**src/rtl/rx_pkt_pkg.sv**
```systemverilog
package rx_pkt_pkg;
  typedef enum logic [2:0] {ST_IDLE, ST_ADDR, ST_SNDR, ST_PAY, ST_CRC} rx_state_e;

  localparam logic [15:0] CRC_SEED = 16'hFFFF;
  localparam logic [15:0] CRC_POLY = 16'h1021;

  function automatic logic [15:0] crc_step(logic [15:0] c, logic b);
    logic fb;
    fb = c[15] ^ b;
    return {c[14:0], 1'b0} ^ (fb ? CRC_POLY : 16'h0000);
  endfunction
endpackage

```
**src/rtl/rx_pkt_crc.sv**
```systemverilog
module rx_pkt_crc
  import rx_pkt_pkg::*;
(
  input  logic        clk_i,
  input  logic        rst_ni,
  input  logic        init_i,
  input  logic        en_i,
  input  logic        bit_i,
  output logic [15:0] crc_o
);
  logic [15:0] crc_q, base;

  assign base  = init_i ? CRC_SEED : crc_q;
  assign crc_o = crc_q;

  always_ff @(posedge clk_i or negedge rst_ni) begin
    if (!rst_ni)     crc_q <= CRC_SEED;
    else if (en_i)   crc_q <= crc_step(base, bit_i);
    else if (init_i) crc_q <= CRC_SEED;
  end
endmodule

```
**src/rtl/rx_pkt_parse.sv**
```systemverilog
module rx_pkt_parse
  import rx_pkt_pkg::*;
#(
  parameter int MAX_ADDR_BYTES = 5,
  parameter int MAX_PAY        = 36,
  localparam int ADDR_W = 8 * MAX_ADDR_BYTES,
  localparam int AL_W   = $clog2(MAX_ADDR_BYTES + 1),
  localparam int PAY_W  = $clog2(MAX_PAY + 1)
) (
  input  logic              clk_i,
  input  logic              rst_ni,
  input  logic              bit_valid_i,
  input  logic              bit_i,
  input  logic              sop_i,
  input  logic [ADDR_W-1:0] own_addr_i,
  input  logic [AL_W-1:0]   addr_len_i,
  input  logic              sender_en_i,
  input  logic [PAY_W-1:0]  pay_len_i,
  input  logic              keep_bad_i,
  input  logic              pending_i,
  input  logic [15:0]       crc_calc_i,
  output logic              crc_init_o,
  output logic              crc_en_o,
  output logic              start_o,
  output logic              push_o,
  output logic [7:0]        push_data_o,
  output logic              commit_o,
  output logic              good_o,
  output logic              drop_o
);
  rx_state_e        state_q;
  logic [2:0]       bit_cnt_q;
  logic [PAY_W-1:0] byte_cnt_q;
  logic [7:0]       sh_q, sh_nx, own_byte;
  logic [15:0]      crc_rx_q, crc_rx_nx;
  logic             body_bit, byte_done, last_addr, last_pay, last_crc;

  assign sh_nx     = {sh_q[6:0], bit_i};
  assign crc_rx_nx = {crc_rx_q[14:0], bit_i};
  assign body_bit  = bit_valid_i && !sop_i && (state_q != ST_IDLE);
  assign byte_done = body_bit && (bit_cnt_q == 3'd7);
  assign last_addr = (byte_cnt_q + PAY_W'(1)) == PAY_W'(addr_len_i);
  assign last_pay  = (byte_cnt_q + PAY_W'(1)) == pay_len_i;
  assign last_crc  = byte_done && (state_q == ST_CRC) && (byte_cnt_q == PAY_W'(1));

  // expected address byte: most significant configured byte first
  always_comb begin
    own_byte = 8'h00;
    for (int k = 0; k < MAX_ADDR_BYTES; k++)
      if ((PAY_W'(k) + byte_cnt_q + PAY_W'(1)) == PAY_W'(addr_len_i))
        own_byte = own_addr_i[8*k +: 8];
  end

  assign start_o     = bit_valid_i && sop_i && !pending_i;
  assign drop_o      = bit_valid_i && sop_i && pending_i;
  assign crc_init_o  = start_o;
  assign crc_en_o    = start_o || (body_bit && (state_q == ST_ADDR || state_q == ST_PAY));
  assign push_o      = byte_done && (state_q == ST_PAY);
  assign push_data_o = sh_nx;
  assign good_o      = last_crc && (crc_rx_nx == crc_calc_i);
  assign commit_o    = last_crc && (good_o || keep_bad_i);

  always_ff @(posedge clk_i or negedge rst_ni) begin
    if (!rst_ni) begin
      state_q    <= ST_IDLE;
      bit_cnt_q  <= '0;
      byte_cnt_q <= '0;
      sh_q       <= '0;
      crc_rx_q   <= '0;
    end else if (bit_valid_i && sop_i) begin
      state_q    <= pending_i ? ST_IDLE : ST_ADDR;
      bit_cnt_q  <= 3'd1;
      byte_cnt_q <= '0;
      sh_q       <= {7'b0, bit_i};
    end else if (body_bit) begin
      bit_cnt_q <= bit_cnt_q + 3'd1;
      sh_q      <= sh_nx;
      unique case (state_q)
        ST_ADDR: if (byte_done) begin
          if (sh_nx != own_byte) state_q <= ST_IDLE;
          else if (last_addr) begin
            byte_cnt_q <= '0;
            state_q    <= sender_en_i ? ST_SNDR : ST_PAY;
          end else byte_cnt_q <= byte_cnt_q + PAY_W'(1);
        end
        ST_SNDR: if (byte_done) begin
          if (last_addr) begin
            byte_cnt_q <= '0;
            state_q    <= ST_PAY;
          end else byte_cnt_q <= byte_cnt_q + PAY_W'(1);
        end
        ST_PAY: if (byte_done) begin
          if (last_pay) begin
            byte_cnt_q <= '0;
            state_q    <= ST_CRC;
          end else byte_cnt_q <= byte_cnt_q + PAY_W'(1);
        end
        ST_CRC: begin
          crc_rx_q <= crc_rx_nx;
          if (byte_done) begin
            if (byte_cnt_q == PAY_W'(1)) state_q <= ST_IDLE;
            else byte_cnt_q <= byte_cnt_q + PAY_W'(1);
          end
        end
        default: state_q <= ST_IDLE;
      endcase
    end
  end
endmodule

```
**src/rtl/rx_pkt_fifo.sv**
```systemverilog
module rx_pkt_fifo #(
  parameter int DEPTH = 36,
  localparam int AW = $clog2(DEPTH + 1)
) (
  input  logic       clk_i,
  input  logic       rst_ni,
  input  logic       start_i,
  input  logic       push_i,
  input  logic [7:0] push_data_i,
  input  logic       commit_i,
  input  logic       good_i,
  input  logic       rd_en_i,
  output logic [7:0] rd_data_o,
  output logic       avail_o,
  output logic       irq_q_o
);
  logic [7:0]    mem [0:DEPTH-1];
  logic [AW-1:0] wr_q, cmt_q, rd_q;
  logic          irq_q;

  assign avail_o   = rd_q != cmt_q;
  assign rd_data_o = avail_o ? mem[rd_q] : 8'h00;
  assign irq_q_o   = irq_q;

  always_ff @(posedge clk_i)
    if (push_i && wr_q < AW'(DEPTH)) mem[wr_q] <= push_data_i;

  // uncommitted bytes stay hidden from the reader until commit
  always_ff @(posedge clk_i or negedge rst_ni) begin
    if (!rst_ni) begin
      wr_q  <= '0;
      cmt_q <= '0;
      rd_q  <= '0;
      irq_q <= 1'b0;
    end else if (start_i) begin
      wr_q  <= '0;
      cmt_q <= '0;
      rd_q  <= '0;
      irq_q <= 1'b0;
    end else begin
      if (push_i && wr_q < AW'(DEPTH)) wr_q <= wr_q + AW'(1);
      if (commit_i) begin
        cmt_q <= wr_q;
        irq_q <= good_i;
      end
      if (rd_en_i && avail_o) begin
        rd_q <= rd_q + AW'(1);
        if (rd_q + AW'(1) == cmt_q) irq_q <= 1'b0;
      end
    end
  end
endmodule

```
**src/rtl/rx_pkt_filter.sv**
```systemverilog
module rx_pkt_filter #(
  parameter int MAX_ADDR_BYTES = 5,
  parameter int MAX_PAY        = 36,
  parameter int DROP_W         = 8,
  localparam int ADDR_W = 8 * MAX_ADDR_BYTES,
  localparam int AL_W   = $clog2(MAX_ADDR_BYTES + 1),
  localparam int PAY_W  = $clog2(MAX_PAY + 1)
) (
  input  logic              clk_i,
  input  logic              rst_ni,
  input  logic              bit_valid_i,
  input  logic              bit_i,
  input  logic              sop_i,
  input  logic [ADDR_W-1:0] own_addr_i,
  input  logic [AL_W-1:0]   addr_len_i,
  input  logic              sender_en_i,
  input  logic [PAY_W-1:0]  pay_len_i,
  input  logic              keep_bad_i,
  input  logic              int_pol_i,
  input  logic              rd_en_i,
  output logic [7:0]        rd_data_o,
  output logic              avail_o,
  output logic              irq_o,
  output logic [DROP_W-1:0] drop_cnt_o
);
  logic        crc_init, crc_en, start, push, commit, good, drop, irq_q;
  logic [7:0]  push_data;
  logic [15:0] crc_calc;
  logic [DROP_W-1:0] drop_q;

  rx_pkt_parse #(.MAX_ADDR_BYTES(MAX_ADDR_BYTES), .MAX_PAY(MAX_PAY)) parse_i (
    .clk_i, .rst_ni, .bit_valid_i, .bit_i, .sop_i, .own_addr_i, .addr_len_i,
    .sender_en_i, .pay_len_i, .keep_bad_i,
    .pending_i(avail_o), .crc_calc_i(crc_calc),
    .crc_init_o(crc_init), .crc_en_o(crc_en), .start_o(start),
    .push_o(push), .push_data_o(push_data), .commit_o(commit),
    .good_o(good), .drop_o(drop)
  );

  rx_pkt_crc crc_i (
    .clk_i, .rst_ni, .init_i(crc_init), .en_i(crc_en), .bit_i, .crc_o(crc_calc)
  );

  rx_pkt_fifo #(.DEPTH(MAX_PAY)) fifo_i (
    .clk_i, .rst_ni, .start_i(start), .push_i(push), .push_data_i(push_data),
    .commit_i(commit), .good_i(good), .rd_en_i, .rd_data_o, .avail_o,
    .irq_q_o(irq_q)
  );

  always_ff @(posedge clk_i or negedge rst_ni) begin
    if (!rst_ni)   drop_q <= '0;
    else if (drop) drop_q <= drop_q + DROP_W'(1);
  end

  assign drop_cnt_o = drop_q;
  assign irq_o      = int_pol_i ? irq_q : ~irq_q;
endmodule

```
**config.mk**
```make
export PLATFORM = sky130hd
export DESIGN_NAME = rx_pkt_filter
export DESIGN_NICKNAME = d
export VERILOG_FILES = /design/src/rtl/rx_pkt_pkg.sv /design/src/rtl/rx_pkt_crc.sv /design/src/rtl/rx_pkt_parse.sv /design/src/rtl/rx_pkt_fifo.sv /design/src/rtl/rx_pkt_filter.sv
export SDC_FILE = /design/constraint.sdc
export NUM_CORES = 1
export LEC_CHECK = 0
export BUFFER_PORTS_ARGS = -buffer_cell sky130_fd_sc_hd__buf_4
export CORE_UTILIZATION = 50
export DETAILED_ROUTE_END_ITERATION = 16
export PLACE_DENSITY = 0.67
export SLEW_MARGIN = 20
export SYNTH_ARGS = -nofsm -noshare
export SYNTH_HDL_FRONTEND = slang
export SYNTH_SLANG_ARGS = --single-unit
export TNS_END_PERCENT = 10
```
**constraint.sdc**
```tcl
create_clock -name clk_i -period 3.34 [get_ports clk_i]
set_input_delay 0.334 -clock clk_i [delete_from_list [all_inputs] [get_ports clk_i]]
set_output_delay 0.334 -clock clk_i [all_outputs]
set_load 0.05 [all_outputs]
```
==> results.md <==
- The flow ran to the end, but the final reports show violations.
- The checks that failed: hold timing.
- Before antenna repair, the detailed router went through 5 iterations.
- The weighted congestion at the end of routability-driven global placement is 0.888.
- Among all stages on the critical path, the largest delay is contributed by sky130_fd_sc_hd__mux4_2.
- The cell family contributing the most delay on the critical path is multiplexers.
- The number of slew-limit violations in the final report is 0.
- For this block, the initial DRC count from the detailed router was 805.
- The number of global-route vias before repair came to 10,200.
- Setup repair after global routing could not meet its margin everywhere.
- The portion of synthesized cell area occupied by the leading cell type is 0.526.
- The HPWL after detailed placement is 25.1 mm.
- The sort of element at the end of the critical path is a primary output.
- The ratio of routed vias to standard cells is 5.80.
- The area enclosed by the die boundary is 33,600 sq um.
- In the finished design, the share of the clock period the worst path needs comes to 0.999.
- The cell taking the most area after synthesis is sky130_fd_sc_hd__edfxtp_1.
- The pin count of the biggest net entering global routing is 78.
- Of the synthesized area, sequential elements account for 0.644.
- The post-detailed-route wirelength per cell is 21.8 um.
- The number of sinks handled by clock tree synthesis is 365.
- The reported net switching power is 2990 uW.
- The vias after detailed routing is 10,100.
- The start-to-end type of the worst setup path is reg2out.
- The width of the die is 183 um.
- Internal power comes to 8550 uW.
- The met1 layer wirelength in the final routing is 16.4 mm.
- In the synthesized netlist the dominant register cell turns out to be sky130_fd_sc_hd__edfxtp_1.
- The number of buffers and inverters on the critical path is 3.
- Across the run, the number of max-cap violations was 0.
- Yosys instantiated no cell more often than sky130_fd_sc_hd__edfxtp_1.
- Of the total power, registers draw 0.454.
- Hold timing on the final database bottoms out at a slack of -0.0289 ns.
- Row generation in the floorplan step produced 66 rows.
- The worst-case IR drop observed on VDD is 308 uV.
- By area the synthesized netlist is led by sky130_fd_sc_hd__edfxtp_1, sky130_fd_sc_hd__dfrtp_1, sky130_fd_sc_hd__mux4_2.
- The count of nets left with antenna violations after detail routing is 0.
- In this run the clock root is driven by a sky130_fd_sc_hd__clkbuf_16.
- The relative area change from synthesis to final layout is 20.3%.
- The combinational power share is 0.184.
- The maximum clock skew at final layout is 0.0253 ns.
- The starting density of the core is 0.507.
- The detailed route wirelength on metal2 is 18.7 mm.
- Walking the worst path, the cells encountered are buf_12 -> buf_12 -> mux4_2 -> mux4_2 -> mux2i_2 -> nor2_2 -> a21oi_2 -> nor2_1 -> buf_6.
- In this run the tool buffered the top-level ports with 75 buffer cells.
- From bottom edge to top edge, the die measures 183 um.
- The commonest cells after synthesis are sky130_fd_sc_hd__edfxtp_1, sky130_fd_sc_hd__nand2_1, sky130_fd_sc_hd__nor2_1.
- Summed over all layers, the global routing overflow is 0.
- The post-detailed-route DRC marker count is 0.
- On the worst path, the slowest cell contributes a delay of between 0.5 and 0.6 ns.
- After detailed routing, the total wire length is 38.1 mm.
- The global-route usage over all layers is 0.231.
- The area of the mapped netlist is 16,500 sq um.
- Counting along the longest clock path gives a buffer depth of 3.
- The hold violation count in the final report is 26.
- The final setup violation count is 0.
- 76 I/O pins were placed.
- The worst slew margin relative to its limit is 0.347.
- In this run the worst path has a maximum fanout of 13.
- The number of nets in the final layout is 1,348.
- The share of final-layout standard cells stronger than drive strength 1 is 0.322.
- The count of hold buffers inserted by post-cts repair is 0.
- The post-synthesis cell count is between 1,000 and 1,500.
- The design draws 11,500 uW.
- The area of the core is 32,500 sq um.
- The first global-routing pass estimated 58.7 mm of wire.
- Counting the fill cells in the layout gives 2,452.
- The min-delay analysis places its worst path in the category in2async.
- For this run, the top clock speed supported by timing is around 300 MHz.
- Wire segments on met3 add up to 1.90 mm in the final route.
- The number of diodes added for antenna fixing is 0.
- The deepest level of the CTS H-tree is 2.
- Averaged over all synthesized cells, the footprint is approximately 15 sq um.
- Yosys printed 0 warnings.
- The clock share of power is 0.363.
- The final critical path time including I/O delays and setup is between 3 and 4 ns.
- Clock-pin slew was measured on the worst setup and hold paths at 0.06 ns.
- STA puts the critical path data required time at 3.01 ns.
- The number of antenna violations at the first check in global routing came to 0.
- The top layer used by detailed routing is met4.
- STA classifies the critical path startpoint as a flop.
- The analysis attributes to cell leakage a power of 0.00703 uW.
- The number of CTS-inserted buffers is 38.
- The synthesized design contains 288 enable-type register cells.
- The insertion delay of the later-clocked pin in the worst-skew pair is 0.52 ns.
- The switching part of the total power is 0.259.
- The data arrival time at the worst-slack endpoint is approximately 3.0 ns.
- Of all flip-flops after synthesis, the portion carrying an async set or reset was 0.211.
- The count of unique library cells instantiated by Yosys is 86.
- Dividing total power by cell area gives a power density of 583 nW/um^2.
- The CTS tree is built.
- When the netlist entered floorplanning its net count stood at 1,177.
- In this run, synthesis produced a sequential element count of 365.
- For the pin with the worst max-slew slack, the measured transition is 0.980 ns.
## registers in the layout (all words and copies together), names as in the netlist
register	count
drop_cnt_o	8
crc_i.crc_o	16
parse_i.bit_cnt_q	3
parse_i.crc_rx_q	15
fifo_i.cmt_q	6
fifo_i.wr_q	6
fifo_i.rd_q	6
fifo_i.mem	288
fifo_i.irq_q_o	1
parse_i.state_q	3
parse_i.sh_q	7
parse_i.byte_cnt_q	6
## logic make-up (layout without fill, tap and decap cells)
family          count (synthesis)  count (layout)  share of synthesized area
flops                         365             365                      0.644
buf+inv                        77             275                     0.0221
mux                           125             125                      0.127
compound gates                172             172                     0.0764
fa+ha+maj                      15              15                     0.0114
simple gates                  287             287                     0.0839
xor+xnor                       63              63                     0.0353
## power groups by stage
stage / sequential, uW / combinational, uW / clock, uW
2_1_floorplan: 5310 / 1290 / 0
3_3_place_gp: 5310 / 1900 / 0
3_5_place_dp: 5310 / 1910 / 0
4_1_cts: 5210 / 1990 / 4240
5_1_grt: 5240 / 2310 / 4400
6_report: 5230 / 2120 / 4190
## timing repair
item,4_1_cts,5_1_grt
resized for setup,41,32
hold endpoints to repair,0,0
pin swaps,13,16
cloned,2,0
setup endpoints to repair,15,16
buffers inserted,13,3
## cell usage in the layout (no fill, tap or decap), types with 6 or more instances in the layout
master / netlist / routed
sky130_fd_sc_hd__a21oi_1: 35 / 25
sky130_fd_sc_hd__a21oi_2: 1 / 11
sky130_fd_sc_hd__a221oi_2: 0 / 7
sky130_fd_sc_hd__a22oi_1: 10 / 8
sky130_fd_sc_hd__and2_1: 7 / 7
sky130_fd_sc_hd__buf_4: 4 / 168
sky130_fd_sc_hd__buf_6: 4 / 10
sky130_fd_sc_hd__clkbuf_1: 32 / 7
sky130_fd_sc_hd__clkbuf_16: 0 / 39
sky130_fd_sc_hd__clkinv_1: 0 / 6
sky130_fd_sc_hd__dfrtp_1: 61 / 56
sky130_fd_sc_hd__dfstp_2: 16 / 16
sky130_fd_sc_hd__edfxtp_1: 288 / 288
sky130_fd_sc_hd__ha_1: 15 / 12
sky130_fd_sc_hd__inv_1: 21 / 21
sky130_fd_sc_hd__mux2_2: 25 / 25
sky130_fd_sc_hd__mux2i_1: 35 / 33
sky130_fd_sc_hd__mux4_2: 64 / 64
sky130_fd_sc_hd__nand2_1: 88 / 87
sky130_fd_sc_hd__nand2b_1: 7 / 7
sky130_fd_sc_hd__nand3_1: 43 / 42
sky130_fd_sc_hd__nand4_1: 20 / 20
sky130_fd_sc_hd__nor2_1: 78 / 74
sky130_fd_sc_hd__nor3_1: 8 / 7
sky130_fd_sc_hd__nor4_1: 7 / 7
sky130_fd_sc_hd__o21ai_0: 46 / 40
sky130_fd_sc_hd__o21ai_1: 1 / 7
sky130_fd_sc_hd__xnor2_1: 43 / 42
sky130_fd_sc_hd__xor2_1: 17 / 17
## worst paths after layout
check / start / endpoint / slack [ns] / depth (start not counted)
min in group clk_i: sender_en_i / parse_i.state_q[0]$_DFFE_PN0P_ / 0.09 / 3
worst max register to register: parse_i.byte_cnt_q[0]$_DFFE_PN0P_ / parse_i.byte_cnt_q[4]$_DFFE_PN0P_ / 0.04 / 12
worst min register to register: drop_cnt_o[7]$_DFFE_PN0P_ / drop_cnt_o[7]$_DFFE_PN0P_ / 0.48 / 1
max in group asynchronous: rst_ni / fifo_i.rd_q[0]$_DFFE_PN0P_ / 2.65 / 1
worst max-delay path: fifo_i.rd_q[0]$_DFFE_PN0P_ / rd_data_o[1] / 0.003 / 9
worst min-delay path: rst_ni / drop_cnt_o[6]$_DFFE_PN0P_ / -0.03 / 1
## final cells by class
| class | instances | area [sq um] | area share |
|---|---|---|---|
| well taps | 442 | 553 | 0.0279 |
| inverters | 22 | 82.6 | 0.00417 |
| clock inverters | 18 | 191 | 0.00967 |
| repair buffers | 186 | 1540 | 0.0780 |
| clock buffers | 49 | 1040 | 0.0527 |
| flip-flops and latches | 365 | 10600 | 0.536 |
| multi-input cells | 662 | 5770 | 0.292 |
## metal layers
| metal | up-vias | global-route usage |
|---|---|---|
| met4 | 0 | 0.0827 |
| met1 | 5140 | 0.314 |
| met3 | 64 | 0.0320 |
| met2 | 315 | 0.380 |
| met5 | - | 0 |
| li1 | 4604 | - |
## through the flow
stage	cell area [sq um]	setup slack, ns	utilization	std cells	TNS [ns]
final	19800	0.00276	0.610	1744	0
after global placement	18000	0.0270	0.556	1659	0
after detailed placement	18000	-0.0540	0.556	1659	-0.184
after CTS	19600	-0.0431	0.604	1741	-0.116
after global routing	19800	-0.136	0.610	1744	-1.52
after floorplan	16500	-0.0111	-	1104	-0.0111
Note: power is estimated with default switching activity, not from simulation.
